**config.mk**
```make
export PLATFORM = sky130hd
export DESIGN_NAME = twp_top
export DESIGN_NICKNAME = d
export VERILOG_FILES = /design/src/rtl/twp_pkg.sv /design/src/rtl/twp_sync.sv /design/src/rtl/twp_decode.sv /design/src/rtl/twp_ctrl.sv /design/src/rtl/twp_top.sv
export SDC_FILE = /design/constraint.sdc
export NUM_CORES = 1
export LEC_CHECK = 0
export ABC_AREA = 1
export ABC_CLOCK_PERIOD_IN_PS = 1300
export BUFFER_PORTS_ARGS = -buffer_cell sky130_fd_sc_hd__buf_2
export CELL_PAD_IN_SITES_DETAIL_PLACEMENT = 0
export CELL_PAD_IN_SITES_GLOBAL_PLACEMENT = 1
export CORE_ASPECT_RATIO = 1.5
export CORE_MARGIN = 4
export CORE_UTILIZATION = 15
export DETAILED_ROUTE_END_ITERATION = 16
export GPL_TIMING_DRIVEN = 0
export PLACE_DENSITY_LB_ADDON = 0.1
export SYNTH_ARGS = -nofsm -noshare
export SYNTH_HDL_FRONTEND = slang
export SYNTH_SLANG_ARGS = --single-unit
export TNS_END_PERCENT = 50
```
**constraint.sdc**
```tcl
create_clock -name clk -period 1.3 [get_ports clk]
set_clock_uncertainty 0.1 [all_clocks]
set_input_delay 0 -clock clk [delete_from_list [all_inputs] [get_ports clk]]
set_output_delay 0 -clock clk [all_outputs]
set_load 0.01 [all_outputs]
```
**src/rtl/twp_pkg.sv**
```systemverilog
package twp_pkg;

    localparam int unsigned NUM_LINES = 2;
    localparam int unsigned LINE_CLK  = 0;
    localparam int unsigned LINE_DAT  = 1;

    localparam logic [11:0] OFS_SET = 12'h000;
    localparam logic [11:0] OFS_CLR = 12'h004;

    typedef struct packed {
        logic access;
        logic wr_set;
        logic wr_clr;
        logic rd_ok;
        logic fault;
    } dec_t;

    typedef struct packed {
        logic [NUM_LINES-1:0] ctrl;
    } ctrl_state_t;

endpackage

```
**src/rtl/twp_sync.sv**
```systemverilog
module twp_sync #(
    parameter int unsigned STAGES  = 2,
    parameter logic        RST_VAL = 1'b1
) (
    input  logic clk,
    input  logic rst_n,
    input  logic d,
    output logic q
);
    localparam int unsigned LAST = STAGES - 1;

    logic [STAGES-1:0] chain_d;
    logic [STAGES-1:0] chain_q;

    always_comb begin
        chain_d[0] = d;
        for (int i = 1; i < STAGES; i++) begin
            chain_d[i] = chain_q[i-1];
        end
    end

    generate
        for (genvar g = 0; g < STAGES; g++) begin : g_stage
            always_ff @(posedge clk or negedge rst_n) begin
                if (!rst_n) chain_q[g] <= RST_VAL;
                else        chain_q[g] <= chain_d[g];
            end
        end
    endgenerate

    assign q = chain_q[LAST];

    logic armed_q;
    always_ff @(posedge clk or negedge rst_n) begin
        if (!rst_n) armed_q <= 1'b0;
        else        armed_q <= 1'b1;
    end


    first_stage_follows_chk: assert property (@(posedge clk) disable iff (!rst_n)
        armed_q |-> chain_q[0] == $past(d));

endmodule

```
**src/rtl/twp_decode.sv**
```systemverilog
module twp_decode
    import twp_pkg::*;
#(
    parameter int unsigned ADDR_W = 12
) (
    input  logic              psel,
    input  logic              penable,
    input  logic              pwrite,
    input  logic [ADDR_W-1:0] paddr,
    output dec_t              dec
);
    localparam logic [ADDR_W-1:0] A_SET = ADDR_W'(OFS_SET);
    localparam logic [ADDR_W-1:0] A_CLR = ADDR_W'(OFS_CLR);

    logic hit_set;
    logic hit_clr;

    always_comb begin
        hit_set    = (paddr == A_SET);
        hit_clr    = (paddr == A_CLR);
        dec        = '0;
        dec.access = psel && penable;
        if (dec.access) begin
            if (pwrite) begin
                dec.wr_set = hit_set;
                dec.wr_clr = hit_clr;
                dec.fault  = !(hit_set || hit_clr);
            end else begin
                dec.rd_ok  = hit_set;
                dec.fault  = !hit_set;
            end
        end
    end

endmodule

```
**src/rtl/twp_ctrl.sv**
```systemverilog
module twp_ctrl
    import twp_pkg::*;
(
    input  logic                 clk,
    input  logic                 rst_n,
    input  logic                 set_we,
    input  logic                 clr_we,
    input  logic [NUM_LINES-1:0] mask,
    output logic [NUM_LINES-1:0] ctrl
);
    ctrl_state_t st_d;
    ctrl_state_t st_q;

    always_comb begin
        st_d = st_q;
        if (set_we) st_d.ctrl = st_q.ctrl | mask;
        if (clr_we) st_d.ctrl = st_q.ctrl & ~mask;
    end

    always_ff @(posedge clk or negedge rst_n) begin
        if (!rst_n) st_q.ctrl <= '1;
        else        st_q <= st_d;
    end

    assign ctrl = st_q.ctrl;


    hold_without_write_chk: assert property (@(posedge clk) disable iff (!rst_n)
        !(set_we || clr_we) |=> $stable(ctrl));


    set_raises_chk: assert property (@(posedge clk) disable iff (!rst_n)
        set_we |=> ((ctrl & $past(mask)) == $past(mask)) && ((ctrl | $past(ctrl)) == ctrl));


    clr_lowers_chk: assert property (@(posedge clk) disable iff (!rst_n)
        clr_we |=> ((ctrl & $past(mask)) == '0) && ((ctrl & ~$past(mask)) == ($past(ctrl) & ~$past(mask))));

endmodule

```
**src/rtl/twp_top.sv**
```systemverilog
module twp_top
    import twp_pkg::*;
#(
    parameter int unsigned ADDR_W      = 12,
    parameter int unsigned DATA_W      = 32,
    parameter int unsigned SYNC_STAGES = 2
) (
    input  logic              clk,
    input  logic              rst_n,
    input  logic              psel,
    input  logic              penable,
    input  logic              pwrite,
    input  logic [ADDR_W-1:0] paddr,
    input  logic [DATA_W-1:0] pwdata,
    output logic [DATA_W-1:0] prdata,
    output logic              pready,
    output logic              pslverr,
    output logic              scl_oe,
    output logic              sda_oe,
    input  logic              sda_in
);
    dec_t                 dec;
    logic [NUM_LINES-1:0] ctrl;
    logic [NUM_LINES-1:0] oe;
    logic                 sda_sense;

    twp_decode #(.ADDR_W(ADDR_W)) u_decode (
        .psel    (psel),
        .penable (penable),
        .pwrite  (pwrite),
        .paddr   (paddr),
        .dec     (dec)
    );

    twp_ctrl u_ctrl (
        .clk    (clk),
        .rst_n  (rst_n),
        .set_we (dec.wr_set),
        .clr_we (dec.wr_clr),
        .mask   (pwdata[NUM_LINES-1:0]),
        .ctrl   (ctrl)
    );

    twp_sync #(.STAGES(SYNC_STAGES), .RST_VAL(1'b1)) u_sda_sync (
        .clk   (clk),
        .rst_n (rst_n),
        .d     (sda_in),
        .q     (sda_sense)
    );

    generate
        for (genvar g = 0; g < NUM_LINES; g++) begin : g_pad
            assign oe[g] = ~ctrl[g];
        end
    endgenerate

    assign scl_oe = oe[LINE_CLK];
    assign sda_oe = oe[LINE_DAT];

    always_comb begin
        prdata = '0;
        if (dec.rd_ok) begin
            prdata[LINE_CLK] = ctrl[LINE_CLK];
            prdata[LINE_DAT] = sda_sense;
        end else if (dec.access && !pwrite && dec.fault) begin
            prdata = '1;
        end
    end

    assign pready  = dec.access;
    assign pslverr = dec.fault;


    err_with_ready_chk: assert property (@(posedge clk) disable iff (!rst_n)
        pslverr |-> pready);


    bad_read_ones_chk: assert property (@(posedge clk) disable iff (!rst_n)
        (psel && penable && !pwrite && paddr != ADDR_W'(OFS_SET)) |-> (prdata == '1 && pslverr));


    upper_set_ignored_chk: assert property (@(posedge clk) disable iff (!rst_n)
        (psel && penable && pwrite && paddr == ADDR_W'(OFS_SET)
         && pwdata[NUM_LINES-1:0] == '0 && pwdata[DATA_W-1:NUM_LINES] != '0)
        |=> $stable({scl_oe, sda_oe}));


    oe_tracks_write_chk: assert property (@(posedge clk) disable iff (!rst_n)
        (psel && penable && pwrite && paddr == ADDR_W'(OFS_CLR) && pwdata[LINE_CLK]) |=> scl_oe);

endmodule

```
---- Yosys cells after proc, flatten, opt, wreduce, memory -nomap -nowiden ----
Cells that the tools add are included.
word-level totals
  word-level logic and storage cells ...... 27
  bits in registers ....................... 4
  output and inout bits ................... 36
  input port bits ......................... 50
cells by class
  reductions and logical operators ........ 9
  eq/ne operators ......................... 1
  muxes and demuxes ....................... 9
  bitwise gates (word level) .............. 5
operators with widths
  kind                                                               count
  32-bit 2-to-1 mux                                                  1
  30-bit 2-to-1 mux                                                  1
  12-bit by 3-bit == test with 1-bit output (second input constant)  1
  12-bit logical NOT                                                 1
  2-bit 2-to-1 mux                                                   4
  4-bit 2-to-1 mux                                                   1
  1-bit logical AND                                                  3
  1-bit logical NOT                                                  3
  2-bit bitwise AND                                                  1
  1-bit 2-to-1 mux                                                   2
  1-bit inverter                                                     2
  2-bit inverter                                                     1
  2-bit bitwise OR                                                   1
  2-bit nonzero test                                                 1
  1-bit logical OR                                                   1

---- Longest topological paths before layout ----
Gate-level depths: netlist (run 1).
  depth after elaboration ................. 8
  gate-level depth with buffers ........... 7

---- By module ----
A second synthesis (run 1) with hierarchy kept.
second synthesis, totals
  cell total of the unflattened synthesis .. 81
  area total of the unflattened synthesis .. 514.2 µm²
by module, submodules not included
  module      area an instance (µm²)  cells each  seq. area each (µm²)  times used
  twp_top     259.0                   40          0.0                   1
  twp_decode  105.1                   25          0.0                   1
  twp_ctrl    97.6                    14          52.6                  1
  twp_sync    52.6                    2           52.6                  1

---- Least setup slack after synthesis (run 1) ----
Ideal clock, no wire load.
  kind .................................... input -> output
  start ................................... input port paddr[11]
  end ..................................... output port prdata[10]
  arrival ................................. 1.091 ns
  setup slack ............................. 0.109 ns
  stages .................................. 7
  cell sequence ........................... nor2_1 nand2_1 nor2_4 nand2_1 nand4_2 inv_1 buf_4
on the way
  word-level cells in the longest chain between the ends .. 8
  elaborated cells on any way between the ends .. 11
  those cells by class .................... eq/ne (1); mux (5); reduce/logical (5)
RTL lines
  element                                                                          line                                text
  from (decl)                                                                      twp_top.sv:13                       input logic [ADDR_W-1:0] paddr,
  12-bit by 3-bit == test with 1-bit output or 12-bit logical NOT (tied branches)  twp_decode.sv:20, twp_decode.sv:19
  1-bit logical OR                                                                 twp_decode.sv:27                    dec.fault = !(hit_set || hit_clr);
  1-bit logical NOT                                                                twp_decode.sv:27
  1-bit 2-to-1 mux                                                                 twp_decode.sv:24                    if (pwrite) begin
  4-bit 2-to-1 mux (*)                                                             twp_decode.sv:23                    if (dec.access) begin
  1-bit logical AND                                                                twp_top.sv:65                       end else if (dec.access && !pwrite && dec.fault) begin
  32-bit 2-to-1 mux                                                                twp_top.sv:65
  30-bit 2-to-1 mux (*)                                                            twp_top.sv:62                       if (dec.rd_ok) begin
  to (decl)                                                                        twp_top.sv:15                       output logic [DATA_W-1:0] prdata,
Every way passes the cells marked *; elsewhere a longest branch is shown, timed or not.

---- Worst setup path in the final report (run 1) ----
  start ................................... input port paddr[9]
  end ..................................... output port prdata[21]
Same word-level chain as after synthesis.

==> impl_metrics.csv, run 1 <==
group,metric,value,unit
status,status,"complete, but fails checks",
status,violations,"setup timing",
synth,synth.mux.area_fraction,0,%
setup_path,path_max_fanout,7,
sta,max-slew-margin-rel,86.4,%
run,drv_cap,0,
sta,min_period,1.33,ns
routing,top_layer_used,"met3",
synth,synth-seq-cells,4,
sta,post-route-period-util,102,%
routing,drt-initial-drc-count,3,
setup_path,crit_type,"in2out",
synth,netlist_top_cells_area,"buf_4 (42%), dfstp_2 (20%), inv_1 (8.0%)",
sta,worst_hold_slack,0.0918,ns
placed_design,globalplace.congestion,0.653,
global_routing,overflow,0,
min_path,hold_class,"in2reg",
routing,wl_met2,1100,um
final_layout,area_growth,141,%
setup_path,critPathTopFamily,"buffers and inverters",
setup_path,cp.required,1.20,ns
setup_path,crit_path_start,"paddr[9]",
floorplanning,initial_utilization,16.0,%
synth,synth_top_area_share,42.2,%
routing,wl,1790,um
synth,synth_cells,74,
final_layout,finalNetCount,197,
synth,synth_largest_area_cell,"buf_4",
sta,slew_violations,0,
routing,drt-vias-per-instance,3.66,
floorplanning,core_area,3220,um^2
synth,synth_compound_area_share,1.94,%
power,p_leak,0.699,nW
sta,worst_pin_slew,0.203,ns
sta,setup_viol,9,
routing,route.met3.wl,152,um
synth,yosys_warnings,0,
clock_network,cts_tree,"done",
min_path,holdPathStages,5,
setup_path,cp.arrival,1.23,ns
setup_path,r2r_cells,2,
setup_path,ff2ff_setup_slack,0.41,ns
synth,ys_seq_area_share,20.4,%
clock_network,cts_htree_levels,1,
placed_design,place_ws,-0.270,ns
routing,met1_length,539,um
sta,clock.fmax,0.754,GHz
global_routing,grt_start_max_net_pins,16,
sta,finalHoldViolCount,0,
routing,postRouteAntennaNets,0,
clock_network,numCtsBuffers,3,
setup_path,startpoint_type,"input port",
routing,vias,678,
setup_path,crit_buf_inv,5,
routing,drc,0,
final_layout,mostFrequentLayoutCell,"buf_2",
global_routing,grt_pass1_vias,600,
synth,avgSynthCellArea,6.97,um^2
sta,setup_ws,-0.0264,ns
final_layout,final_cell_mix,"buf_2 (36), buf_6 (32), buf_4 (21)",
synth,ys_types,13,
floorplanning,die_h,79.8,um
global_routing,grt_usage,7.30,%
synth,synth-simple-area-share,27.4,%
setup_path,path_cells,"buf_2 > nor2_4 > nand2_2 > nor2_4 > nand2_2 > nand4_4 > clkinvlp_4 > clkbuf_16 > buf_6 > buf_6",
global_routing,antenna_found_initial,0,
synth,syn_nets,124,
global_routing,grt_pass1_wl,2620,um
sta,rsz0062_at_grt,"true",
final_layout,layout-drive-gt1-share,77.2,%
clock_network,root_buffer,"clkbuf_8",
clock_network,clk_latency,0.21,ns
clock_network,clock_sinks,4,
final_layout,diodes,0,
setup_path,critPathMaxStageDelay,0.19,ns
setup_path,slowest_stage,"clkbuf_16",
min_path,min_from,"penable",
floorplanning,ios,86,
routing,wl_per_cell,9.66,um
synth,synth_top_family_by_area,"buffers and inverters",
final_layout,utilization,38.6,%
floorplanning,die_w,55.9,um
floorplanning,std_cell_rows,25,
floorplanning,die_area,4460,um^2
placed_design,numPortBuffers,55,
synth,syn_area,515,um^2
power,ir_worst_vdd,0.471,mV
synth,synthAdderAreaFrac,0,%
synth,synthXorXnorAreaFrac,0,%
power,p_per_area,524,nW/um^2
routing,drtPass1Iterations,2,
setup_path,end_kind,"primary output",
placed_design,hpwlAfterDp,1300,um
clock_network,clkTransAtPathRegs,0.03,ns
clock_network,cts.path.max_buffers,2,
through the flow:
stage	total power [W]	cells	cell area (um^2)	setup TNS, ns
3_5_place_dp	0.000314	169	841	-7.83
2_1_floorplan	0.000234	74	515	0
5_1_grt	0.000698	185	1240	-2.01
3_3_place_gp	0.000313	169	841	-6.50
6_report	0.000651	185	1240	-0.206
4_1_cts	0.000598	182	1000	-0.471
cells in the mapped netlist:
master	n
buf_4	29
a21oi_1	2
dfstp_2	4
nand4_1	4
and3_1	1
inv_1	11
nand2_1	8
nor2_2	1
nand2_2	1
nand4_2	1
nand3_1	2
nor2_1	9
nor2_4	1
worst reg2reg max path, delay by kind of cell, from the launching register on:
| kind | cells | cell delay, ns |
|---|---|---|
| flops | 1 | 0.52 |
| compound gates | 1 | 0.15 |
| buf+inv | 1 | 0.05 |
worst max-delay path by stage:
stage / to / slack [ns] / depth (start not counted)
2_1_floorplan: prdata[10] / 0.11 / 7
3_3_place_gp: prdata[22] / -0.22 / 9
3_5_place_dp: prdata[9] / -0.27 / 9
4_1_cts: prdata[9] / -0.03 / 10
5_1_grt: prdata[16] / -0.11 / 10
6_report: prdata[21] / -0.03 / 10
what timing repair did:
item | 4_1_cts | 5_1_grt
gates cloned | 2 | 1
pin swaps | 3 | 10
resized for setup | 6 | 43
endpoints found under the setup margin | 30 | 29
hold endpoints to repair | 7 | 0
buffers inserted | 4 | 2
hold buffers | 4 | 0
layer usage:
| metal | GRT usage, % | vias up |
|---|---|---|
| li1 | - | 341 |
| met1 | 6.25 | 304 |
| met2 | 14.9 | 33 |
| met3 | 2.10 | 0 |
| met4 | 3.56 | 0 |
| met5 | 0 | - |
logic make-up after synthesis:
| group | after synthesis |
|---|---|
| AOI/OAI and AO/OA | 2 |
| buffers and inverters | 40 |
| DFF | 4 |
| and+or+nand+nor | 28 |
power breakdown:
group          switching, W  internal, W
clock             0.0000559     0.000197
combinational      0.000106     0.000161
sequential      0.000000934     0.000131
layout make-up:
| cell class | count | area [um^2] |
|---|---|---|
| plain buffers | 29 | 267 |
| clock buffers | 3 | 41.3 |
| fillers | 342 | 1980 |
| inverters | 11 | 45.0 |
| multi-input cells | 30 | 203 |
| flip-flops and latches | 4 | 105 |
| well taps | 40 | 50.0 |
| repair buffers | 66 | 517 |
| repair inverters | 2 | 15.0 |
Power figures use the tool's default switching activity.
==> run 2, diff against run 1 <==
BUFFER_PORTS_ARGS = default   (was -buffer_cell sky130_fd_sc_hd__buf_2)
CORE_ASPECT_RATIO = default   (was 1.5)
CORE_UTILIZATION = 32   (was 15)
DONT_BUFFER_PORTS = 1   (was default)
HOLD_SLACK_MARGIN = 0.1   (was default)
==> run 2 against run 1 <==
The flow now finishes without violations. Wire length fell by 29%. Core utilization rose by 6.8 points. Register-to-register slack got worse by 0.04 ns. Total power fell by 36%. Sequential power barely moved. Critical path depth fell by 3. Fmax rose by 9.8%. Final cell count fell by 44%. First-iteration DRC count rose by 33%. Combinational power fell by 50%. Flip-flop and latch count did not move. Worst hold slack improved by 0.022 ns. Largest power group is now the clock network. Highest routed layer is now met4.
==> impl_metrics.csv, run 2 (synthesized netlist as in run 1, its figures left out) <==
group,metric,value,unit
sta,worst_hold_slack,0.114,ns
setup_path,crit_path_start,"paddr[11]",
sta,setup_ws,0.0916,ns
global_routing,grt_pass1_wl,1390,um
final_layout,utilization,45.3,%
clock_network,cts_htree_levels,1,
setup_path,crit_type,"in2out",
floorplanning,die_w,48.1,um
sta,finalHoldViolCount,0,
final_layout,diodes,0,
floorplanning,initial_utilization,34.2,%
setup_path,r2r_cells,2,
routing,postRouteAntennaNets,0,
power,comb_power_share,31.9,%
sta,worst_pin_slew,0.226,ns
power,cellInternalPower,0.000297,W
power,ir_worst_vdd,0.436,mV
clock_network,clock_sinks,4,
placed_design,placed_area,536,um^2
final_layout,final_cell_mix,"buf_4 (29), inv_1 (10), nor2_1 (9)",
final_layout,fin_area,683,um^2
sta,max-slew-margin-rel,84.9,%
placed_design,hpwlAfterDp,887,um
setup_path,cp.required,1.20,ns
clock_network,cts.path.max_buffers,2,
setup_path,ff2ff_setup_slack,0.37,ns
final_layout,seq_area,105,um^2
final_layout,mostFrequentLayoutCell,"buf_4",
final_layout,area_growth,32.5,%
clock_network,root_buffer,"clkbuf_4",
sta,min_period,1.21,ns
floorplanning,die_area,2320,um^2
sta,slew_violations,0,
floorplanning,core_area,1510,um^2
sta,rsz0062_at_grt,"true",
clock_network,numCtsBuffers,3,
placed_design,globalplace.congestion,0.689,
clock_network,clk_latency,0.23,ns
run,drv_cap,0,
global_routing,grt_usage,8.97,%
setup_path,endpoint,"prdata[26]",
setup_path,path_max_fanout,14,
routing,drt-initial-drc-count,4,
global_routing,grt_start_max_net_pins,31,
final_layout,layout-drive-gt1-share,52.3,%
setup_path,cp.arrival,1.11,ns
sta,clock.fmax,0.828,GHz
floorplanning,ios,86,
global_routing,overflow,0,
routing,vias,460,
sta,post-route-period-util,93.0,%
min_path,hold_class,"in2out",
final_layout,multiInputGateArea,168,um^2
global_routing,grt_pass1_vias,334,
floorplanning,std_cell_rows,14,
floorplanning,die_h,48.1,um
routing,drtPass1Iterations,3,
sta,setup_viol,0,
status,status,"complete, no violations",
sta,finalSetupTns,0,ns
routing,drt-vias-per-instance,4.42,
power,p_leak,0.368,nW
power,p_seq_share,31.9,%
setup_path,startpoint_type,"input port",
final_layout,fill_cells,151,
global_routing,antenna_found_initial,0,
final_layout,finalNetCount,140,
routing,drc,0,
routing,wl_per_cell,12.2,um
power,switching_share,28.4,%
routing,wl,1270,um
power,p_clk_share,36.3,%
placed_design,place_ws,-0.0856,ns
clock_network,cts_tree,"done",
power,p_sw,0.000118,W
clock_network,postCtsSetupRepairBufs,0,
power,p_per_area,607,nW/um^2
setup_path,end_kind,"primary output",
placed_design,numPortBuffers,0,
-- run 2: changes by cell type in the layout (fill, tap and decap cells not counted), sizes merged --
cell	change
buf	-61
dlygate4sd3	+2
dlymetal6s4s	+2
clkbuf	-1
clkinvlp	+1
-- run 2: area by class of cell --
class,count,area share [%]
clock buffer,3,3.30
inverter,11,6.59
multi-input combinational,30,24.5
timing repair inverter,3,2.93
tap,16,2.93
sequential,4,15.4
timing repair buffer,8,12.5
buffer,29,31.9
-- run 2: worst max-delay path, stage by stage --
cell and delay, ns:
nor2_1 0.08, nand2_1 0.09, nor2_4 0.19, nand2_1 0.13
nand4_4 0.16, clkinvlp_4 0.25, buf_4 0.21
-- run 2: timing repair --
item / 4_1_cts / 5_1_grt
resized for setup: 0 / 8
hold buffers: 8 / 0
cloned: 0 / 3
hold endpoints to repair: 8 / 0
setup endpoints to repair: 29 / 31
-- run 2: how the worst min path moves through the flow --
stage / from / to / slack (ns) / cells after the start
2_1_floorplan: rst_n / async pin / -0.25 / 0
3_3_place_gp: rst_n / u_sda_sync.chain_d[1]$_DFF_PN1_ / -0.25 / 0
3_5_place_dp: rst_n / u_sda_sync.q$_DFF_PN1_ / -0.25 / 0
4_1_cts: penable / register / 0.11 / 5
5_1_grt: rst_n / u_sda_sync.chain_d[1]$_DFF_PN1_ / 0.13 / 1
6_report: pwrite / prdata[0] / 0.11 / 3
-- run 2: metal layers --
| metal | wire length (um) | vias up | global-route usage (%) |
|---|---|---|---|
| met1 | 445 | 202 | 9.98 |
| met3 | 155 | 2 | 3.69 |
| met2 | 653 | 29 | 12.9 |
| met4 | 14 | 0 | 8.06 |
| li1 | - | 227 | - |
| met5 | 0 | - | 0 |
-- run 2: metrics by stage --
step / power (W) / instances
floorplan: 0.000234 / 74
global placement: 0.000245 / 90
detailed placement: 0.000245 / 90
CTS: 0.000420 / 101
global route: 0.000453 / 104
finish: 0.000414 / 104
-- run 2: power by group through the flow --
| stage | combinational (W) | clock (W) | sequential [W] |
|---|---|---|---|
| final | 0.000132 | 0.000150 | 0.000132 |
| after global routing | 0.000146 | 0.000176 | 0.000132 |
| after CTS | 0.000127 | 0.000161 | 0.000132 |
| after detailed placement | 0.000112 | 0 | 0.000133 |
| after global placement | 0.000112 | 0 | 0.000133 |
| after floorplan | 0.000101 | 0 | 0.000133 |
==> run 3, diff against run 2 <==
SYNTH_HIERARCHICAL = 1   (was default)
==> run 3 against run 2 <==
First-iteration DRC count grew 50%. Sequential share of layout area shrank 2.0 points. Non-clock buffer count grew 2. Combinational power shrank 33%. Flip-flop and latch count is the same. Sequential power is essentially flat. Fmax shrank 1.4%. Synthesized cell count grew 9.5%.
==> impl_metrics.csv, run 3 <==
group,metric,value,unit
setup_path,r2r_cells,4,
min_path,hold_class,"in2out",
sta,finalHoldViolCount,0,
power,p_clk_share,42.1,%
clock_network,clock_sinks,4,
setup_path,ff2ff_setup_slack,0.44,ns
power,cellInternalPower,0.000279,W
final_layout,mostFrequentLayoutCell,"buf_4",
floorplanning,core_area,1510,um^2
setup_path,startpoint_type,"input port",
floorplanning,ios,86,
routing,drt-initial-drc-count,6,
sta,worst_pin_slew,0.218,ns
synth,avgSynthCellArea,6.35,um^2
floorplanning,std_cell_rows,14,
final_layout,layout-drive-gt1-share,61.2,%
min_path,min_from,"pwrite",
synth,ys_seq_area_share,20.4,%
sta,worst_hold_slack,0.0570,ns
floorplanning,die_area,2310,um^2
synth,async_flop_share,100,%
run,drv_cap,0,
routing,vias,499,
synth,netlist_top_cells_area,"buf_4 (42%), dfstp_2 (20%), nand2_1 (16%)",
routing,drc,0,
placed_design,place_ws,-0.257,ns
synth,synth-seq-cells,4,
clock_network,root_buffer,"clkbuf_4",
routing,drt-vias-per-instance,4.38,
global_routing,overflow,0,
global_routing,grt_pass1_wl,1630,um
min_path,holdPathStages,3,
power,comb_power_share,23.3,%
global_routing,antenna_found_initial,0,
final_layout,final_cell_mix,"buf_4 (24), nand2_1 (17), inv_1 (9)",
setup_path,end_kind,"primary output",
synth,yosys_warnings,6,
synth,synth.most_common_cell,"buf_4",
sta,setup_viol,0,
final_layout,diodes,0,
sta,min_period,1.23,ns
synth,synth_top_area_share,42.3,%
synth,synth_cells,81,
power,p_seq_share,34.6,%
power,switching_share,26.9,%
synth,syn_nets,131,
sta,finalSetupTns,0,ns
placed_design,dp.cells,97,
routing,wl_per_cell,11.3,um
final_layout,finalNetCount,150,
clock_network,cts_hold_buf,9,
sta,rsz0062_at_grt,"true",
placed_design,hpwlAfterDp,927,um
synth,synthFlopType,"dfstp_2",
placed_design,globalplace.congestion,0.593,
final_layout,area_growth,53.0,%
setup_path,cp.arrival,1.13,ns
setup_path,path_max_fanout,6,
final_layout,fill_cells,160,
final_layout,multiInputGateArea,226,um^2
synth,synth_edf_count,0,
floorplanning,initial_utilization,34.1,%
synth,synth_largest_area_cell,"buf_4",
synth,syn_area,514,um^2
placed_design,numPortBuffers,0,
power,ir_worst_vdd,0.459,mV
clock_network,cts_tree,"done",
final_layout,utilization,52.2,%
sta,slew_violations,0,
global_routing,grt_start_max_net_pins,15,
clock_network,numCtsBuffers,3,
routing,wl,1290,um
sta,max-slew-margin-rel,85.4,%
power,p_per_area,485,nW/um^2
floorplanning,die_h,48.1,um
global_routing,grt_pass1_vias,377,
power,p_sw,0.000103,W
clock_network,cts.path.max_buffers,2,
final_layout,layoutNonFillerInstCount,114,
routing,postRouteAntennaNets,0,
power,p_leak,0.401,nW
final_layout,seq_area,105,um^2
synth,ys_types,8,
clock_network,clk_latency,0.23,ns
floorplanning,die_w,48.1,um
sta,clock.fmax,0.816,GHz
global_routing,grt_usage,10.1,%
setup_path,cp.required,1.20,ns
min_path,holdPathEnd,"prdata[1]",
status,status,"complete, no violations",
sta,post-route-period-util,94.3,%
setup_path,crit_type,"in2out",
clock_network,cts_htree_levels,1,
routing,drtPass1Iterations,3,
synth,netlist_top_cells_count,"buf_4 (29), nand2_1 (22), nor2_1 (12)",
sta,setup_ws,0.0744,ns
==> run 3: cell count changes in the layout (fill, tap and decap cells not counted), moves of 3 or more <==
| cell | change |
|---|---|
| buf_6 | +6 |
| nor2_2 | +4 |
| nand2_2 | +3 |
| buf_4 | -5 |
| nor2_4 | +4 |
| nand2_1 | +9 |
| nand4_1 | -4 |
| nor2_1 | -6 |
==> run 3: final cells by class <==
type / count / share of cell area, %
repair buffers: 10 / 12.7
repair inverters: 4 / 3.50
plain buffers: 29 / 30.5
clock buffers: 3 / 2.86
well taps: 16 / 2.54
inverters: 11 / 5.72
multi-input cells: 37 / 28.8
flip-flops and latches: 4 / 13.4
==> run 3: layer usage <==
layer / up-vias / GRT usage (%) / wire length, um / part of all wire [%]
li1: 244 / - / - / -
met1: 221 / 10.4 / 383 / 30
met2: 34 / 19.5 / 712 / 55
met3: 0 / 2.63 / 193 / 15
met4: 0 / 3.23 / 0 / 0
met5: - / 0 / 0 / 0
==> run 3: power groups by stage <==
stage | combinational (W) | sequential, W | clock, W
6_report | 0.0000891 | 0.000132 | 0.000161
5_1_grt | 0.0000977 | 0.000132 | 0.000177
4_1_cts | 0.0000777 | 0.000133 | 0.000161
3_5_place_dp | 0.0000575 | 0.000134 | 0
3_3_place_gp | 0.0000571 | 0.000133 | 0
2_1_floorplan | 0.0000523 | 0.000133 | 0
==> run 3: kinds of logic after synthesis <==
logic type / after synthesis / share of synthesized area (%)
simple gates: 37 / 29.2
buf+inv: 40 / 50.4
flops: 4 / 20.4
==> run 3: worst max path at each step <==
stage	cells after the start	to	from
floorplan	10	prdata[10]	paddr[9]
global placement	10	prdata[8]	paddr[9]
detailed placement	9	prdata[29]	paddr[3]
CTS	10	prdata[10]	paddr[9]
global route	9	prdata[5]	paddr[7]
finish	11	prdata[6]	paddr[3]
==> run 3: timing repair <==
action                                 CTS  global route
setup endpoints to repair               29            31
gates resized for setup                  2            23
gates cloned                             3             1
buffers inserted                         0             1
endpoints found under the hold margin   10             2
pin swaps                                1             5
==> run 3: worst max-delay path, cell delays in order <==
cell	delay [ns]
nor2_2	0.09
nand2_2	0.07
nor2_2	0.14
nand2_1	0.08
nand2_2	0.08
nor2_4	0.05
nand2_2	0.06
inv_2	0.05
nand2_8	0.10
clkinvlp_4	0.22
buf_6	0.19
==> run 3: metrics by stage <==
stage | total power (W) | instance area [um^2]
final | 0.000382 | 787
after floorplan | 0.000185 | 544
after global routing | 0.000407 | 787
after detailed placement | 0.000192 | 564
after global placement | 0.000190 | 564
after CTS | 0.000371 | 699
